## config.mk

```make
export PLATFORM = sky130hd
export DESIGN_NAME = prom_ser_reader
export DESIGN_NICKNAME = d
export VERILOG_FILES = /design/src/rtl/prom_ser_pkg.sv /design/src/rtl/prom_sclk_div.sv /design/src/rtl/prom_seq.sv /design/src/rtl/prom_sreg.sv /design/src/rtl/prom_ser_reader.sv
export SDC_FILE = /design/constraint.sdc
export NUM_CORES = 1
export LEC_CHECK = 0
export BUFFER_PORTS_ARGS = -buffer_cell sky130_fd_sc_hd__clkbuf_2
export CAP_MARGIN = 10
export CORE_MARGIN = 5
export CORE_UTILIZATION = 50
export DETAILED_ROUTE_END_ITERATION = 12
export GPL_ROUTABILITY_DRIVEN = 0
export PLACE_DENSITY = 0.68
export REMOVE_ABC_BUFFERS = 1
export SYNTH_ARGS = -nofsm -noshare
export SYNTH_HDL_FRONTEND = slang
export SYNTH_SLANG_ARGS = --single-unit
```

## constraint.sdc

```tcl
create_clock -name clk -period 2.3 [get_ports clk]
set_clock_uncertainty 0.15 [all_clocks]
set_input_delay 0.23 -clock clk [delete_from_list [all_inputs] [get_ports clk]]
set_output_delay 0.23 -clock clk [all_outputs]
set_load 0.02 [all_outputs]
```

## src/rtl/prom_ser_pkg.sv

```systemverilog
// Package: shared types for the serial PROM word reader.
// Assumes nothing beyond IEEE 1800-2017 enum support.
package prom_ser_pkg;

    // Kind of serial period the sequencer will run next.
    typedef enum logic [2:0] {
        PH_IDLE = 3'd0,
        PH_ADDR = 3'd1,
        PH_STB1 = 3'd2,
        PH_WAIT = 3'd3,
        PH_STB2 = 3'd4,
        PH_DATA = 3'd5,
        PH_FIN  = 3'd6
    } phase_e;

endpackage

```

## src/rtl/prom_sclk_div.sv

```systemverilog
// Module: prom_sclk_div
// Divides the system clock into the serial clock while 'run' is high.
// A serial period is 2*HALF system clocks. tick_fall marks the edge that
// starts a period (clock driven low) and tick_rise the mid-period edge
// (clock driven high). Assumes HALF >= 1. While not running, the
// counter rests at zero and the serial clock stays low.
module prom_sclk_div #(
    parameter int HALF = 2
) (
    input  logic clk,
    input  logic rst_n,
    input  logic run,
    output logic sclk,
    output logic tick_fall,
    output logic tick_rise
);
    localparam int PER = 2 * HALF;
    localparam int CW  = (PER > 2) ? $clog2(PER) : 1;

    logic [CW-1:0] cnt;

    // Period markers decoded from the divider count.
    assign tick_fall = run && (cnt == '0);
    assign tick_rise = run && (cnt == CW'(HALF));

    // Divider count: wraps every serial period, parked at zero when idle.
    always_ff @(posedge clk) begin
        if (!rst_n || !run)
            cnt <= '0;
        else if (cnt == CW'(PER - 1))
            cnt <= '0;
        else
            cnt <= cnt + 1'b1;
    end

    // Serial clock register: low at the start of a period, high mid-period.
    always_ff @(posedge clk) begin
        if (!rst_n || !run)
            sclk <= 1'b0;
        else if (tick_rise)
            sclk <= 1'b1;
        else if (tick_fall)
            sclk <= 1'b0;
    end


    sclk_idle_low_chk: assert property (@(posedge clk) disable iff (!rst_n)
        !run |=> !sclk);


    sclk_rise_mid_chk: assert property (@(posedge clk) disable iff (!rst_n)
        $rose(sclk) |-> $past(tick_rise));

endmodule

```

## src/rtl/prom_seq.sv

```systemverilog
// Module: prom_seq
// Sequencer for one word read: address window, first strobe, access
// window, second strobe, data window, finish. Every window is WIN serial
// periods. The state names the period that starts at the next tick_fall.
// Assumes tick_fall only occurs while busy is high.
module prom_seq
    import prom_ser_pkg::*;
#(
    parameter int WIN = 23
) (
    input  logic clk,
    input  logic rst_n,
    input  logic req_valid,
    input  logic tick_fall,
    output logic busy,
    output logic accept,
    output logic shift_out,
    output logic sample_en,
    output logic finish,
    output logic ld
);
    localparam int SW = (WIN > 2) ? $clog2(WIN) : 1;

    phase_e        nxt;
    logic [SW-1:0] slot;
    logic          last_slot;

    // Request acceptance and the per-period control pulses.
    assign accept    = req_valid && !busy;
    assign last_slot = (slot == SW'(WIN - 1));
    assign shift_out = tick_fall && (nxt == PH_ADDR);
    assign finish    = tick_fall && (nxt == PH_FIN);

    // Period sequencer: advances the phase and slot at each period start.
    always_ff @(posedge clk) begin
        if (!rst_n) begin
            busy      <= 1'b0;
            nxt       <= PH_IDLE;
            slot      <= '0;
            ld        <= 1'b0;
            sample_en <= 1'b0;
        end else if (accept) begin
            busy <= 1'b1;
            nxt  <= PH_ADDR;
            slot <= '0;
        end else if (tick_fall) begin
            case (nxt)
                PH_ADDR: begin
                    ld   <= 1'b0;
                    slot <= last_slot ? '0 : slot + 1'b1;
                    if (last_slot) nxt <= PH_STB1;
                end
                PH_STB1: begin
                    ld  <= 1'b1;
                    nxt <= PH_WAIT;
                end
                PH_WAIT: begin
                    ld   <= 1'b0;
                    slot <= last_slot ? '0 : slot + 1'b1;
                    if (last_slot) nxt <= PH_STB2;
                end
                PH_STB2: begin
                    ld  <= 1'b1;
                    nxt <= PH_DATA;
                end
                PH_DATA: begin
                    ld        <= 1'b0;
                    sample_en <= 1'b1;
                    slot      <= last_slot ? '0 : slot + 1'b1;
                    if (last_slot) nxt <= PH_FIN;
                end
                PH_FIN: begin
                    sample_en <= 1'b0;
                    busy      <= 1'b0;
                    nxt       <= PH_IDLE;
                end
                default: begin
                    ld  <= 1'b0;
                    nxt <= PH_IDLE;
                end
            endcase
        end
    end


    ld_on_period_start_chk: assert property (@(posedge clk) disable iff (!rst_n)
        !$stable(ld) |-> $past(tick_fall));


    busy_hold_chk: assert property (@(posedge clk) disable iff (!rst_n)
        (busy && !finish) |=> busy);


    finish_release_chk: assert property (@(posedge clk) disable iff (!rst_n)
        finish |=> !busy);


    ld_not_idle_chk: assert property (@(posedge clk) disable iff (!rst_n)
        !busy |-> !ld);

endmodule

```

## src/rtl/prom_sreg.sv

```systemverilog
// Module: prom_sreg
// Datapath for the reader. It holds the outgoing frame register
// (zero, address, enable bit, padding) and drives the serial output
// register. It also holds the incoming shift register, sampled on
// mid-period ticks, and the return-data register with its done pulse.
// Assumes WIN >= ADDR_W + 2 and WIN >= DATA_W + 1.
module prom_sreg #(
    parameter int ADDR_W = 21,
    parameter int DATA_W = 16,
    parameter int WIN    = 23
) (
    input  logic              clk,
    input  logic              rst_n,
    input  logic              load_frame,
    input  logic [ADDR_W-1:0] req_addr,
    input  logic              tick_fall,
    input  logic              tick_rise,
    input  logic              shift_out,
    input  logic              sample_en,
    input  logic              finish,
    input  logic              ser_in,
    output logic              ser_out,
    output logic [DATA_W-1:0] rd_data,
    output logic              rd_done
);
    localparam int FRAME_W = ADDR_W + 2;
    localparam int PAD     = WIN - FRAME_W;
    localparam int D_MSB   = WIN - 2;

    logic [WIN-1:0] out_sr;
    logic [WIN-1:0] in_sr;
    logic [WIN-1:0] frame_val;

    // Frame image: leading zero, address MSB first, enable bit, zero pad.
    assign frame_val = WIN'({1'b0, req_addr, 1'b1}) << PAD;

    // Outgoing frame register: parallel load on accept, shift per period.
    always_ff @(posedge clk) begin
        if (!rst_n)
            out_sr <= '0;
        else if (load_frame)
            out_sr <= frame_val;
        else if (shift_out)
            out_sr <= {out_sr[WIN-2:0], 1'b0};
    end

    // Serial output register: new bit at each period start, else zero.
    always_ff @(posedge clk) begin
        if (!rst_n)
            ser_out <= 1'b0;
        else if (tick_fall)
            ser_out <= shift_out ? out_sr[WIN-1] : 1'b0;
    end

    // Incoming shift register: one sample per rising serial edge in the data window.
    always_ff @(posedge clk) begin
        if (!rst_n || load_frame)
            in_sr <= '0;
        else if (tick_rise && sample_en)
            in_sr <= {in_sr[WIN-2:0], ser_in};
    end

    // Return-data register and done pulse, written at the finish period.
    always_ff @(posedge clk) begin
        if (!rst_n) begin
            rd_data <= '0;
            rd_done <= 1'b0;
        end else begin
            rd_done <= finish;
            if (finish)
                rd_data <= in_sr[D_MSB -: DATA_W];
        end
    end


    sdo_on_period_start_chk: assert property (@(posedge clk) disable iff (!rst_n)
        !$stable(ser_out) |-> $past(tick_fall));


    done_single_chk: assert property (@(posedge clk) disable iff (!rst_n)
        rd_done |=> !rd_done);


    data_only_on_done_chk: assert property (@(posedge clk) disable iff (!rst_n)
        !$stable(rd_data) |-> rd_done);

endmodule

```

## src/rtl/prom_ser_reader.sv

```systemverilog
// Module: prom_ser_reader (top)
// Reads one word from a PROM behind external shift and holding registers
// over a serial clock, a load strobe and one wire in each direction.
// The host gives an address with a start pulse. The word comes back in
// rd_data with a one-cycle rd_done. Assumes req_addr is stable on the
// cycle req_valid is accepted.
module prom_ser_reader #(
    parameter int ADDR_W    = 21,
    parameter int DATA_W    = 16,
    parameter int WIN       = 23,
    parameter int SCLK_HALF = 2
) (
    input  logic              clk,
    input  logic              rst_n,
    input  logic              req_valid,
    input  logic [ADDR_W-1:0] req_addr,
    output logic              busy,
    output logic [DATA_W-1:0] rd_data,
    output logic              rd_done,
    output logic              ser_clk,
    output logic              ser_ld,
    output logic              ser_out,
    input  logic              ser_in
);
    logic tick_fall;
    logic tick_rise;
    logic accept;
    logic shift_out;
    logic sample_en;
    logic finish;

    // Serial clock generation.
    prom_sclk_div #(.HALF(SCLK_HALF)) u_div (
        .clk       (clk),
        .rst_n     (rst_n),
        .run       (busy),
        .sclk      (ser_clk),
        .tick_fall (tick_fall),
        .tick_rise (tick_rise)
    );

    // Window and strobe sequencing.
    prom_seq #(.WIN(WIN)) u_seq (
        .clk       (clk),
        .rst_n     (rst_n),
        .req_valid (req_valid),
        .tick_fall (tick_fall),
        .busy      (busy),
        .accept    (accept),
        .shift_out (shift_out),
        .sample_en (sample_en),
        .finish    (finish),
        .ld        (ser_ld)
    );

    // Frame out, word in, return data.
    prom_sreg #(.ADDR_W(ADDR_W), .DATA_W(DATA_W), .WIN(WIN)) u_sreg (
        .clk        (clk),
        .rst_n      (rst_n),
        .load_frame (accept),
        .req_addr   (req_addr),
        .tick_fall  (tick_fall),
        .tick_rise  (tick_rise),
        .shift_out  (shift_out),
        .sample_en  (sample_en),
        .finish     (finish),
        .ser_in     (ser_in),
        .ser_out    (ser_out),
        .rd_data    (rd_data),
        .rd_done    (rd_done)
    );


    idle_out_low_chk: assert property (@(posedge clk) disable iff (!rst_n)
        !busy |-> !ser_out);


    done_with_idle_chk: assert property (@(posedge clk) disable iff (!rst_n)
        rd_done |-> !busy);


    ld_clock_low_chk: assert property (@(posedge clk) disable iff (!rst_n)
        $rose(ser_ld) |-> !ser_clk);

endmodule

```

==> run_results.csv <==
group,metric,value,unit
sta,fmax,545,MHz
clock_network,postCtsHoldBufs,2,
global_route,grt.total_usage,17.4,%
floorplan,std_cell_rows,29,
floorplan,initial_core_util,50.9,%
clock_network,cts.sinks,77,
global_route,gr-total-overflow,0,
sta,final_hold_viol_count,0,
global_route,grt_pass1_wl,12100,um
cells_and_area,finalNetCount,462,
power,ir_drop,0.450,mV
worst_hold_path,holdCritPathClass,"in -> reg",
synthesis,synth_area_leader_cell,"dfxtp_1",
clock_network,post_cts_resized,0,
global_route,grt_max_degree,30,
synthesis,avgSynthCellArea,8.07,um^2
synthesis,ys_seq_elements,77,
clock_network,cts_setup_buffers,0,
cells_and_area,diodes,0,
routing,drc,0,
sta,drv_slew,0,
power,powerDensity,703,nW/um^2
synthesis,yosysSeqAreaShare,48.0,%
routing,drt-initial-drc-count,210,
placed_design,place_ws,0.464,ns
synthesis,yosys_warnings,0,
sta,setup_tns,0,ns
sta,layout_min_cycle_time,1.84,ns
synthesis,synth_area_leaders,"dfxtp_1 48%, a21oi_1 7.3%, o21ai_0 6.1%",
sta,setup_violations,0,
cells_and_area,syn_to_final_growth,13.8,%
floorplan,core,6310,um^2
routing,wl_per_cell,13.6,um
clock_network,worstSkewPairLatency,0.35,ns
placed_design,hpwl,4460,um
clock_network,clockBufferDepth,2,
routing,ant_nets,0,
floorplan,fp.dieH,90.1,um
synthesis,synthFlopType,"dfxtp_1",
clock_network,clkTransAtPathRegs,0.08,ns
synthesis,syn_area,3210,um^2
synthesis,synth_top_area_share,48.0,%
worst_setup_path,cp-end-kind,"flip-flop",
worst_setup_path,cp_max_fo,21,
sta,worstMarginPinSlew,0.557,ns
routing,dr.pass1.iters,4,
routing,avgViaCountPerCell,5.59,
synthesis,ys_top_cells_by_count,"77 x dfxtp_1, 51 x nand2_1, 47 x a21oi_1",
sta,worst_slack,0.464,ns
sta,fin_crit_sh,79.8,%
power,p_leak,1.35,nW
worst_setup_path,cp.arrival,1.94,ns
clock_network,cts_inserted_buffers,9,
synthesis,ys_types,36,
global_route,first_global_vias,2633,
worst_setup_path,criticalPathCategory,"reg -> reg",
cells_and_area,drive_above_1_share,17.4,%
floorplan,io_pins,46,
synthesis,netlist_instances,398,
sta,slew_headroom,62.9,%
worst_setup_path,cp.required,2.40,ns
sta,rsz0062_at_grt,"no",
worst_setup_path,critPathLaunchType,"flip-flop",
placed_design,numPortBuffers,45,
clock_network,cts_root_buffer,"clkbuf_8",
floorplan,fp.dieW,90.1,um
job,maxCapViolCount,0,
clock_network,htree_levels,3,
outcome,status,"finished clean",
clock_network,cts_tree,"done",
routing,routed_wl,6990,um
synthesis,synth-edff-count,0,
synthesis,synth_most_common_cell,"dfxtp_1",
synthesis,async_flop_share,0,%
global_route,antenna_found_initial,0,
floorplan,die-area,8120,um^2
routing,via_count,2871,
-- state kept, by name, summed over array words and instances (netlist names) --
| register | flops |
|---|---|
| u_div.sclk | 1 |
| u_sreg.out_sr | 23 |
| u_sreg.rd_data | 16 |
| u_seq.nxt | 3 |
| u_div.cnt | 2 |
| u_sreg.rd_done | 1 |
| u_seq.sample_en | 1 |
| u_seq.ld | 1 |
| u_sreg.in_sr | 22 |
| u_seq.slot | 5 |
| u_sreg.ser_out | 1 |
| u_seq.busy | 1 |
-- cells by family (layout without fill, tap and decap cells) --
family | Yosys count | after routing | share of synthesized area, %
buffers and inverters | 44 | 83 | 6.39
AND/OR/NAND/NOR | 149 | 149 | 22.0
adder cells (fa/ha/maj) | 5 | 5 | 1.95
XOR/XNOR | 1 | 1 | 0.273
AO/OA/AOI/OAI | 122 | 122 | 21.4
flip-flops | 77 | 77 | 48.0
-- cells in the final DEF (no fill, tap or decap), types with 3 or more instances in the layout --
master	n
dfxtp_1	77
nand2_1	51
a21oi_1	47
clkbuf_2	45
o21ai_0	39
nand3_1	28
nor2_1	26
nor3_1	25
a211oi_1	24
buf_4	12
clkbuf_8	9
inv_1	7
o21ai_1	5
ha_1	5
nand4_1	3
or4_1	3
-- critical path, cell delays in order (launching register included) --
cell and delay [ns]:
dfxtp_1 0.33, inv_1 0.08, ha_1 0.30, and3_1 0.34, nand2_1 0.08, buf_4 0.22
a211oi_1 0.24
-- report_power, final --
part	leakage [nW]	total, mW	switching, mW	internal, mW
Combinational	0.637	0.208	0.130	0.0783
Clock	0.0903	0.956	0.541	0.416
Sequential	0.626	1.41	0.0293	1.38
-- metrics by stage --
step           hold slack, ns  area (um^2)  util [%]  std cells  power [mW]
6_report               0.0440         3650      57.9        514        2.57
5_1_grt                0.0308         3650      57.9        514        2.69
4_1_cts                0.0269         3650      57.9        514        2.61
3_5_place_dp            0.297         3450      54.6        496        1.64
3_3_place_gp            0.287         3450      54.6        496        1.64
2_1_floorplan           0.216         3040         -        362        1.56
-- layer usage --
metal / up-vias / track usage (%) / share of wire (%)
met1: 1332 / 23.7 / 49
met4: 0 / 6.33 / 1.2
met3: 9 / 3.42 / 4.6
li1: 1469 / - / -
met2: 61 / 27.4 / 46
met5: - / 0 / 0
-- worst paths after layout --
kind              slack (ns)          endpoint       startpoint  cells after the start
setup / recovery        0.46  u_sreg.out_sr[3]     u_div.cnt[0]                      6
setup reg to reg        0.46  u_sreg.out_sr[3]     u_div.cnt[0]                      6
hold / removal          0.04  u_sreg.out_sr[4]      req_addr[3]                      3
hold reg to reg         0.31   u_sreg.in_sr[0]  u_sreg.in_sr[0]                      2
-- final cells by class --
type | count | area [um^2]
multi-input cells | 277 | 1460
fillers | 605 | 2660
flip-flops and latches | 77 | 1540
repair buffers | 59 | 335
well taps | 77 | 96.3
clock buffers | 9 | 124
inverters | 8 | 30.0
clock inverters | 7 | 63.8
No activity file was read; power rests on OpenSTA's default activity.
